[config.mk]
export PLATFORM = sky130hd
export DESIGN_NAME = xbus_seq
export DESIGN_NICKNAME = d
export VERILOG_FILES = /design/src/rtl/xbus_pkg.sv /design/src/rtl/xbus_ctrl.sv /design/src/rtl/xbus_drive.sv /design/src/rtl/xbus_seq.sv
export SDC_FILE = /design/constraint.sdc
export NUM_CORES = 1
export LEC_CHECK = 0
export BUFFER_PORTS_ARGS = -buffer_cell sky130_fd_sc_hd__buf_2
export CAP_MARGIN = 20
export CORE_MARGIN = 1
export CORE_UTILIZATION = 25
export CTS_CLUSTER_DIAMETER = 50
export DETAILED_ROUTE_END_ITERATION = 7
export PLACE_DENSITY = 0.48
export SKIP_CTS_REPAIR_TIMING = 1
export SKIP_LAST_GASP = 1
export SYNTH_ARGS = -nofsm -noshare
export SYNTH_HDL_FRONTEND = slang
export SYNTH_SLANG_ARGS = --single-unit
[constraint.sdc]
create_clock -name clk -period 3.8 [get_ports clk]
set_clock_uncertainty 0.2 [all_clocks]
set_input_delay 0.19 -clock clk [delete_from_list [all_inputs] [get_ports clk]]
set_output_delay 0.19 -clock clk [all_outputs]
set_load 0.05 [all_outputs]
[src/rtl/xbus_pkg.sv]
package xbus_pkg;
   typedef enum logic [1:0] {
      PH_IDLE = 2'd0,
      PH_ADDR = 2'd1,
      PH_WAIT = 2'd2,
      PH_LAST = 2'd3
   } phase_e;

   typedef struct packed {
      logic io;
      logic wr;
      logic spec;
   } kind_t;
endpackage

[src/rtl/xbus_ctrl.sv]
module xbus_ctrl
   import xbus_pkg::*;
#(
   parameter int ADDR_W     = 20,
   parameter int DATA_W     = 8,
   parameter int WAIT_W     = 3,
   parameter int MEM_RD_MIN = 0,
   parameter int OTHER_MIN  = 1
) (
   input  logic              clk,
   input  logic              rst_n,
   input  logic              req_valid,
   input  logic              req_io,
   input  logic              req_wr,
   input  logic              req_spec,
   input  logic [ADDR_W-1:0] req_addr,
   input  logic [DATA_W-1:0] req_wdata,
   input  logic [WAIT_W-1:0] req_waits,
   input  logic [DATA_W-1:0] bus_din,
   output phase_e            nxt_phase,
   output kind_t             nxt_kind,
   output logic [ADDR_W-1:0] nxt_addr,
   output logic [DATA_W-1:0] nxt_wdata,
   output logic              done,
   output logic [DATA_W-1:0] rd_data
);
   localparam int CNT_W = WAIT_W + 1;

   phase_e            cur_phase;
   kind_t             cur_kind;
   logic [ADDR_W-1:0] cur_addr;
   logic [DATA_W-1:0] cur_wdata;
   logic [CNT_W-1:0]  cnt, nxt_cnt;
   logic              take;
   logic [CNT_W-1:0]  eff_waits;
   logic              is_mem_rd;

   assign is_mem_rd = ~req_io & ~req_wr;
   assign eff_waits = CNT_W'(req_waits)
                    + (is_mem_rd ? CNT_W'(MEM_RD_MIN) : CNT_W'(OTHER_MIN));
   assign take = req_valid &&
                 ((cur_phase == PH_IDLE) || (cur_phase == PH_ADDR && cur_kind.spec));

   always_comb begin
      nxt_phase = cur_phase;
      nxt_kind  = cur_kind;
      nxt_addr  = cur_addr;
      nxt_wdata = cur_wdata;
      nxt_cnt   = cnt;
      if (take) begin
         nxt_phase     = PH_ADDR;
         nxt_kind.io   = req_io;
         nxt_kind.wr   = req_wr;
         nxt_kind.spec = req_spec & is_mem_rd;
         nxt_addr      = req_addr;
         nxt_wdata     = req_wdata;
         nxt_cnt       = eff_waits;
      end else begin
         case (cur_phase)
            PH_ADDR: begin
               nxt_kind.spec = 1'b0;
               nxt_phase     = (cnt != '0) ? PH_WAIT : PH_LAST;
            end
            PH_WAIT: begin
               nxt_cnt = cnt - CNT_W'(1);
               if (cnt == CNT_W'(1)) nxt_phase = PH_LAST;
            end
            PH_LAST: nxt_phase = PH_IDLE;
            default: nxt_phase = PH_IDLE;
         endcase
      end
   end

   always_ff @(posedge clk or negedge rst_n) begin
      if (!rst_n) begin
         cur_phase <= PH_IDLE;
         cur_kind  <= '0;
         cur_addr  <= '0;
         cur_wdata <= '0;
         cnt       <= '0;
         done      <= 1'b0;
         rd_data   <= '0;
      end else begin
         cur_phase <= nxt_phase;
         cur_kind  <= nxt_kind;
         cur_addr  <= nxt_addr;
         cur_wdata <= nxt_wdata;
         cnt       <= nxt_cnt;
         done      <= (cur_phase == PH_LAST);
         if (cur_phase == PH_LAST && !cur_kind.wr) rd_data <= bus_din;
      end
   end

   // a running non-speculative transfer keeps its target
   a_r12_hold_target: assert property (@(posedge clk) disable iff (!rst_n)
      (cur_phase == PH_WAIT) |=> $stable(cur_addr) && $stable(cur_kind.wr));
   // a completion pulse never lasts two clocks
   a_r10_done_single: assert property (@(posedge clk) disable iff (!rst_n)
      done |=> !done);
endmodule

[src/rtl/xbus_drive.sv]
module xbus_drive
   import xbus_pkg::*;
#(
   parameter int ADDR_W    = 20,
   parameter int IO_ADDR_W = 16,
   parameter int DATA_W    = 8
) (
   input  logic              clk,
   input  logic              rst_n,
   input  phase_e            nxt_phase,
   input  kind_t             nxt_kind,
   input  logic [ADDR_W-1:0] nxt_addr,
   input  logic [DATA_W-1:0] nxt_wdata,
   output logic [ADDR_W-1:0] bus_addr,
   output logic              mem_cs_n,
   output logic              io_cs_n,
   output logic              oe_n,
   output logic              we_n,
   output logic              iord_n,
   output logic              iowr_n,
   output logic              buf_en_n,
   output logic [DATA_W-1:0] bus_dout,
   output logic              bus_dout_en
);
   logic [ADDR_W-1:0] io_view;
   logic [ADDR_W-1:0] sel_addr;
   logic              act, strb;

   generate
      if (IO_ADDR_W < ADDR_W) begin : g_io_pad
         assign io_view = {{(ADDR_W-IO_ADDR_W){1'b0}}, nxt_addr[IO_ADDR_W-1:0]};
      end else begin : g_io_full
         assign io_view = nxt_addr;
      end
   endgenerate

   assign sel_addr = nxt_kind.io ? io_view : nxt_addr;
   assign act      = (nxt_phase != PH_IDLE);
   assign strb     = (nxt_phase == PH_WAIT) || (nxt_phase == PH_LAST);

   always_ff @(posedge clk or negedge rst_n) begin
      if (!rst_n) begin
         bus_addr    <= '0;
         mem_cs_n    <= 1'b1;
         io_cs_n     <= 1'b1;
         oe_n        <= 1'b1;
         we_n        <= 1'b1;
         iord_n      <= 1'b1;
         iowr_n      <= 1'b1;
         buf_en_n    <= 1'b1;
         bus_dout    <= '0;
         bus_dout_en <= 1'b0;
      end else begin
         if (act) bus_addr <= sel_addr;
         if (act && nxt_kind.wr) bus_dout <= nxt_wdata;
         mem_cs_n    <= ~(act & ~nxt_kind.io);
         io_cs_n     <= ~(act &  nxt_kind.io);
         oe_n        <= ~(strb & ~nxt_kind.io & ~nxt_kind.wr);
         we_n        <= ~(strb & ~nxt_kind.io &  nxt_kind.wr);
         iord_n      <= ~(strb &  nxt_kind.io & ~nxt_kind.wr);
         iowr_n      <= ~(strb &  nxt_kind.io &  nxt_kind.wr);
         buf_en_n    <= ~strb;
         bus_dout_en <= strb & nxt_kind.wr;
      end
   end

   logic any_strb_n;
   assign any_strb_n = oe_n & we_n & iord_n & iowr_n;

   // a strobe falls only after a clock of stable address and select
   a_r3_strobe_lags: assert property (@(posedge clk) disable iff (!rst_n)
      $fell(any_strb_n) |-> $stable(bus_addr) && $past(!(mem_cs_n & io_cs_n)));
   a_r3_addr_held: assert property (@(posedge clk) disable iff (!rst_n)
      (!any_strb_n && $past(!any_strb_n)) |-> $stable(bus_addr));
   // memory strobes pair with the memory select, I/O with the I/O select
   a_r4_mem_pair: assert property (@(posedge clk) disable iff (!rst_n)
      (!oe_n || !we_n) |-> (!mem_cs_n && io_cs_n));
   a_r4_io_pair: assert property (@(posedge clk) disable iff (!rst_n)
      (!iord_n || !iowr_n) |-> (!io_cs_n && mem_cs_n));
   a_r4_one_strobe: assert property (@(posedge clk) disable iff (!rst_n)
      $countones({oe_n, we_n, iord_n, iowr_n}) >= 3);
   // I/O addresses keep the upper bits at zero
   a_r5_io_upper: assert property (@(posedge clk) disable iff (!rst_n)
      !io_cs_n |-> (bus_addr >> IO_ADDR_W) == '0);
   // writes and I/O reads last at least two strobe clocks
   a_r7_we_min: assert property (@(posedge clk) disable iff (!rst_n)
      $fell(we_n) |=> !we_n);
   a_r7_iord_min: assert property (@(posedge clk) disable iff (!rst_n)
      $fell(iord_n) |=> !iord_n);
   // the data bus is driven only under a write strobe
   a_r8_drive_write: assert property (@(posedge clk) disable iff (!rst_n)
      bus_dout_en |-> (!we_n || !iowr_n));
endmodule

[src/rtl/xbus_seq.sv]
module xbus_seq
   import xbus_pkg::*;
#(
   parameter int ADDR_W     = 20,
   parameter int IO_ADDR_W  = 16,
   parameter int DATA_W     = 8,
   parameter int WAIT_W     = 3,
   parameter int MEM_RD_MIN = 0,
   parameter int OTHER_MIN  = 1
) (
   input  logic              clk,
   input  logic              rst_n,
   input  logic              req_valid,
   input  logic              req_io,
   input  logic              req_wr,
   input  logic              req_spec,
   input  logic [ADDR_W-1:0] req_addr,
   input  logic [DATA_W-1:0] req_wdata,
   input  logic [WAIT_W-1:0] req_waits,
   input  logic [DATA_W-1:0] bus_din,
   output logic [ADDR_W-1:0] bus_addr,
   output logic              mem_cs_n,
   output logic              io_cs_n,
   output logic              oe_n,
   output logic              we_n,
   output logic              iord_n,
   output logic              iowr_n,
   output logic              buf_en_n,
   output logic [DATA_W-1:0] bus_dout,
   output logic              bus_dout_en,
   output logic [DATA_W-1:0] rd_data,
   output logic              done
);
   generate
      if (IO_ADDR_W < 1 || IO_ADDR_W > ADDR_W) begin : g_bad_io_w
         $error("IO_ADDR_W must lie in 1..ADDR_W");
      end
      if (MEM_RD_MIN < 0 || MEM_RD_MIN > 1 || OTHER_MIN < 0 || OTHER_MIN > 1) begin : g_bad_min
         $error("minimum wait counts must be 0 or 1");
      end
      if (WAIT_W < 1 || DATA_W < 1) begin : g_bad_w
         $error("WAIT_W and DATA_W must be positive");
      end
   endgenerate

   phase_e            nxt_phase;
   kind_t             nxt_kind;
   logic [ADDR_W-1:0] nxt_addr;
   logic [DATA_W-1:0] nxt_wdata;

   xbus_ctrl #(
      .ADDR_W(ADDR_W), .DATA_W(DATA_W), .WAIT_W(WAIT_W),
      .MEM_RD_MIN(MEM_RD_MIN), .OTHER_MIN(OTHER_MIN)
   ) u_ctrl (
      .clk(clk), .rst_n(rst_n),
      .req_valid(req_valid), .req_io(req_io), .req_wr(req_wr),
      .req_spec(req_spec), .req_addr(req_addr), .req_wdata(req_wdata),
      .req_waits(req_waits), .bus_din(bus_din),
      .nxt_phase(nxt_phase), .nxt_kind(nxt_kind),
      .nxt_addr(nxt_addr), .nxt_wdata(nxt_wdata),
      .done(done), .rd_data(rd_data)
   );

   xbus_drive #(
      .ADDR_W(ADDR_W), .IO_ADDR_W(IO_ADDR_W), .DATA_W(DATA_W)
   ) u_drive (
      .clk(clk), .rst_n(rst_n),
      .nxt_phase(nxt_phase), .nxt_kind(nxt_kind),
      .nxt_addr(nxt_addr), .nxt_wdata(nxt_wdata),
      .bus_addr(bus_addr), .mem_cs_n(mem_cs_n), .io_cs_n(io_cs_n),
      .oe_n(oe_n), .we_n(we_n), .iord_n(iord_n), .iowr_n(iowr_n),
      .buf_en_n(buf_en_n), .bus_dout(bus_dout), .bus_dout_en(bus_dout_en)
   );

   // in the completion clock the bus is fully released
   a_r10_release: assert property (@(posedge clk) disable iff (!rst_n)
      done |-> (mem_cs_n && io_cs_n && oe_n && we_n && iord_n && iowr_n && buf_en_n));
endmodule

==> flow_summary.toml <==
[outcome]
status = "finished, final reports clean"

[detailed_routing]
drc = 0
ant_nets = 0
vias = 2881
routed_wl_um = 9500
firstDrtPassIters = 4
via_per_inst = 4.59
wl_per_cell_um = 15.1
drt_iter0_drc = 101

[clock_tree]
cts_num_sinks = 82
clk_latency_ns = 0.34
clk_transition_reported_paths_ns = 0.06
cts_max_level = 3
ctsRootBufferMaster = "clkbuf_16"
cts_buffer_depth = 2
cts-buffers-inserted = 9
tritoncts = "done"

[sta]
grt_setup_unrepaired = "false"
fin_crit_ns = 2.44
setup-tns-final_ns = 0
hold_viol = 0
fin_crit_sh = 0.642
setup_viol_count_final = 0
worst_pin_slew_ns = 0.989
max-slew-margin-rel = 0.340
clock.fmax_mhz = 410
fin_hold_ws_ns = 0.0288
slew_violations = 0

[pwr]
p_sw_frac = 0.461
pwr-share-clk = 0.184
peakVddDrop_mv = 0.493
switchingPower_mw = 2.20
p_int_mw = 2.57
p_seq_frac = 0.324
pwr-share-comb = 0.493
p_total_mw = 4.77
leakage_nw = 2.26
p_per_area_nw_per_um2 = 962

[yosys]
avgSynthCellArea_um2 = 11.5
yosysMostFrequentCell = "dfrtp_1"
synth.area.mux_share = 0.110
yosys.area_share.simple = 0.110
syn_area_um2 = 3670
synth_top_area_frac = 0.511
yosys-top-cells-area = "dfrtp_1, o21ai_0, dfstp_2"
netlist_top_cells_count = "dfrtp_1, o21ai_0, nand3_1, nand2_1, mux2i_1"
synth_ff_type = "dfrtp_1"
synth_fa_ha_area_frac = 0.0307
synth_seq_cells = 82
ys_warn_count = 0
yosysSeqAreaShare = 0.561
synth_edf_count = 0
synth_compound_area_frac = 0.132
synth_top_family_by_area = "compound AO/OA/AOI/OAI gates"
synthCells = 320
yosysTopAreaCell = "dfrtp_1"
async_flop_share = 1.00
synth_nets = 374
synth-xor-area-share = 0.00954
synth_cell_types = 38

[floorplanning]
initial_utilization = 0.260
die_w_um = 123
die_area_um2 = 15200
io_pins = 90
die_h_um = 123
rows = 43
coreArea_um2 = 14100

[finish]
syn_to_final_growth_pct = 34.9
final_util = 0.351
drive_above_1_share = 0.313
insertedDiodeCount = 0
finalNetCount = 496

[grt]
grt_remaining_overflow = 0
grt_pass1_vias = 2773
grt_max_degree = 62
grt_usage = 0.130
grt_first_pass_wirelength_um = 14800
antenna_found_initial = 0

[place]
gp_congestion = 0.707
port_buffers = 89
hpwlAfterDp_um = 6090

[worst_hold_path]
worst_hold_path_type = "input pin to flip-flop"

[critical_path]
critical_path.endpoint_type = "flip-flop"
cp_max_fo = 39
crit_arrival_ns = 2.46
crit_path_start_kind = "flip-flop"
path_class = "flip-flop to flip-flop"
required_ns = 3.82

[job]
drv_cap = 0
## path summary, 6_finish.rpt
path,from,to,slack (ns),cells past startpoint
min in group asynchronous,rst_n,u_ctrl.rd_data[2]$_DFFE_PN0P_,0.28,2
hold / removal,req_waits[0],u_ctrl.cnt[0]$_DFFE_PN0P_,0.03,4
setup reg to reg,u_ctrl.cur_phase[1]$_DFF_PN0_,u_ctrl.cur_addr[18]$_DFF_PN0_,1.36,5
hold reg to reg,u_ctrl.cur_kind[2]$_DFF_PN0_,u_drive.iowr_n$_DFF_PN1_,0.26,1
setup / recovery,u_ctrl.cur_phase[1]$_DFF_PN0_,u_ctrl.cur_addr[18]$_DFF_PN0_,1.36,5
max in group asynchronous,rst_n,u_ctrl.cur_addr[8]$_DFF_PN0_,2.29,3
## metal layers
metal	up-vias	wire length, µm	global-route usage
met1	1421	4350	0.170
met4	0	76	0.0316
met2	86	4490	0.204
met3	7	578	0.0461
met5	-	0	0
li1	1367	-	-
## kinds of logic (layout without fill, tap and decap cells)
family,Yosys count,count (layout)
compound gates,74,74
flops,82,82
fa+ha+maj,9,9
simple gates,81,81
buf+inv,32,159
mux,38,38
xor+xnor,4,4
## cell usage in the layout (no fill, tap or decap), types with 2 or more instances in the layout
| cell type | n |
|---|---|
| dlygate4sd3_1 | 40 |
| dfrtp_1 | 75 |
| a211oi_1 | 6 |
| xor2_1 | 2 |
| mux2i_1 | 18 |
| nand3_1 | 26 |
| buf_2 | 88 |
| clkbuf_8 | 2 |
| clkbuf_16 | 9 |
| nand2_1 | 24 |
| inv_1 | 8 |
| nor3_1 | 13 |
| buf_4 | 5 |
| dfstp_2 | 7 |
| clkbuf_1 | 2 |
| a21oi_1 | 9 |
| mux2_1 | 12 |
| ha_1 | 9 |
| clkinv_2 | 2 |
| nor2b_1 | 5 |
| inv_2 | 2 |
| mux2_2 | 8 |
| xnor2_1 | 2 |
| a211oi_2 | 10 |
| a31oi_1 | 5 |
| nor2_1 | 2 |
| nand2b_1 | 5 |
| o21ai_0 | 37 |
## power by group through the flow
| stage | Sequential [mW] | Combinational (mW) | Clock, mW |
|---|---|---|---|
| after global routing | 1.59 | 2.54 | 0.955 |
| final | 1.54 | 2.35 | 0.876 |
| after detailed placement | 1.56 | 2.35 | 0 |
| after floorplan | 2.31 | 1.06 | 0 |
| after CTS | 1.55 | 2.34 | 0.914 |
| after global placement | 1.55 | 2.31 | 0 |
## sequential cells by signal, summed over array words and instances, names as in the netlist, 2 cells and up
| name | count |
|---|---|
| u_ctrl.cnt | 4 |
| u_ctrl.cur_addr | 20 |
| u_ctrl.cur_kind | 3 |
| u_ctrl.cur_phase | 2 |
| u_ctrl.cur_wdata | 8 |
| u_ctrl.rd_data | 8 |
| u_drive.bus_addr | 20 |
| u_drive.bus_dout | 8 |
## worst max-delay path, stage by stage, from the launching register on
cell     delay, ns
dfrtp_1       0.40
inv_1         0.09
ha_1          0.22
a21o_2        0.71
nand2_4       0.31
mux2_1        0.38
## stage by stage
stage / setup slack, ns / cell area (µm²) / cells
finish: 1.36 / 4950 / 627
global route: 1.19 / 4950 / 627
CTS: 1.33 / 4550 / 587
detailed placement: 1.34 / 4250 / 571
global placement: 1.40 / 4250 / 571
floorplan: 2.05 / 3670 / 320
## layout make-up
| cell class | instances | area [µm²] |
|---|---|---|
| flip-flops and latches | 82 | 2060 |
| repair buffers | 133 | 878 |
| clock inverters | 3 | 40.0 |
| multi-input cells | 206 | 1450 |
| inverters | 10 | 37.5 |
| fillers | 1453 | 9140 |
| well taps | 180 | 225 |
| clock buffers | 13 | 260 |
No activity file was read; power rests on OpenSTA's default activity.
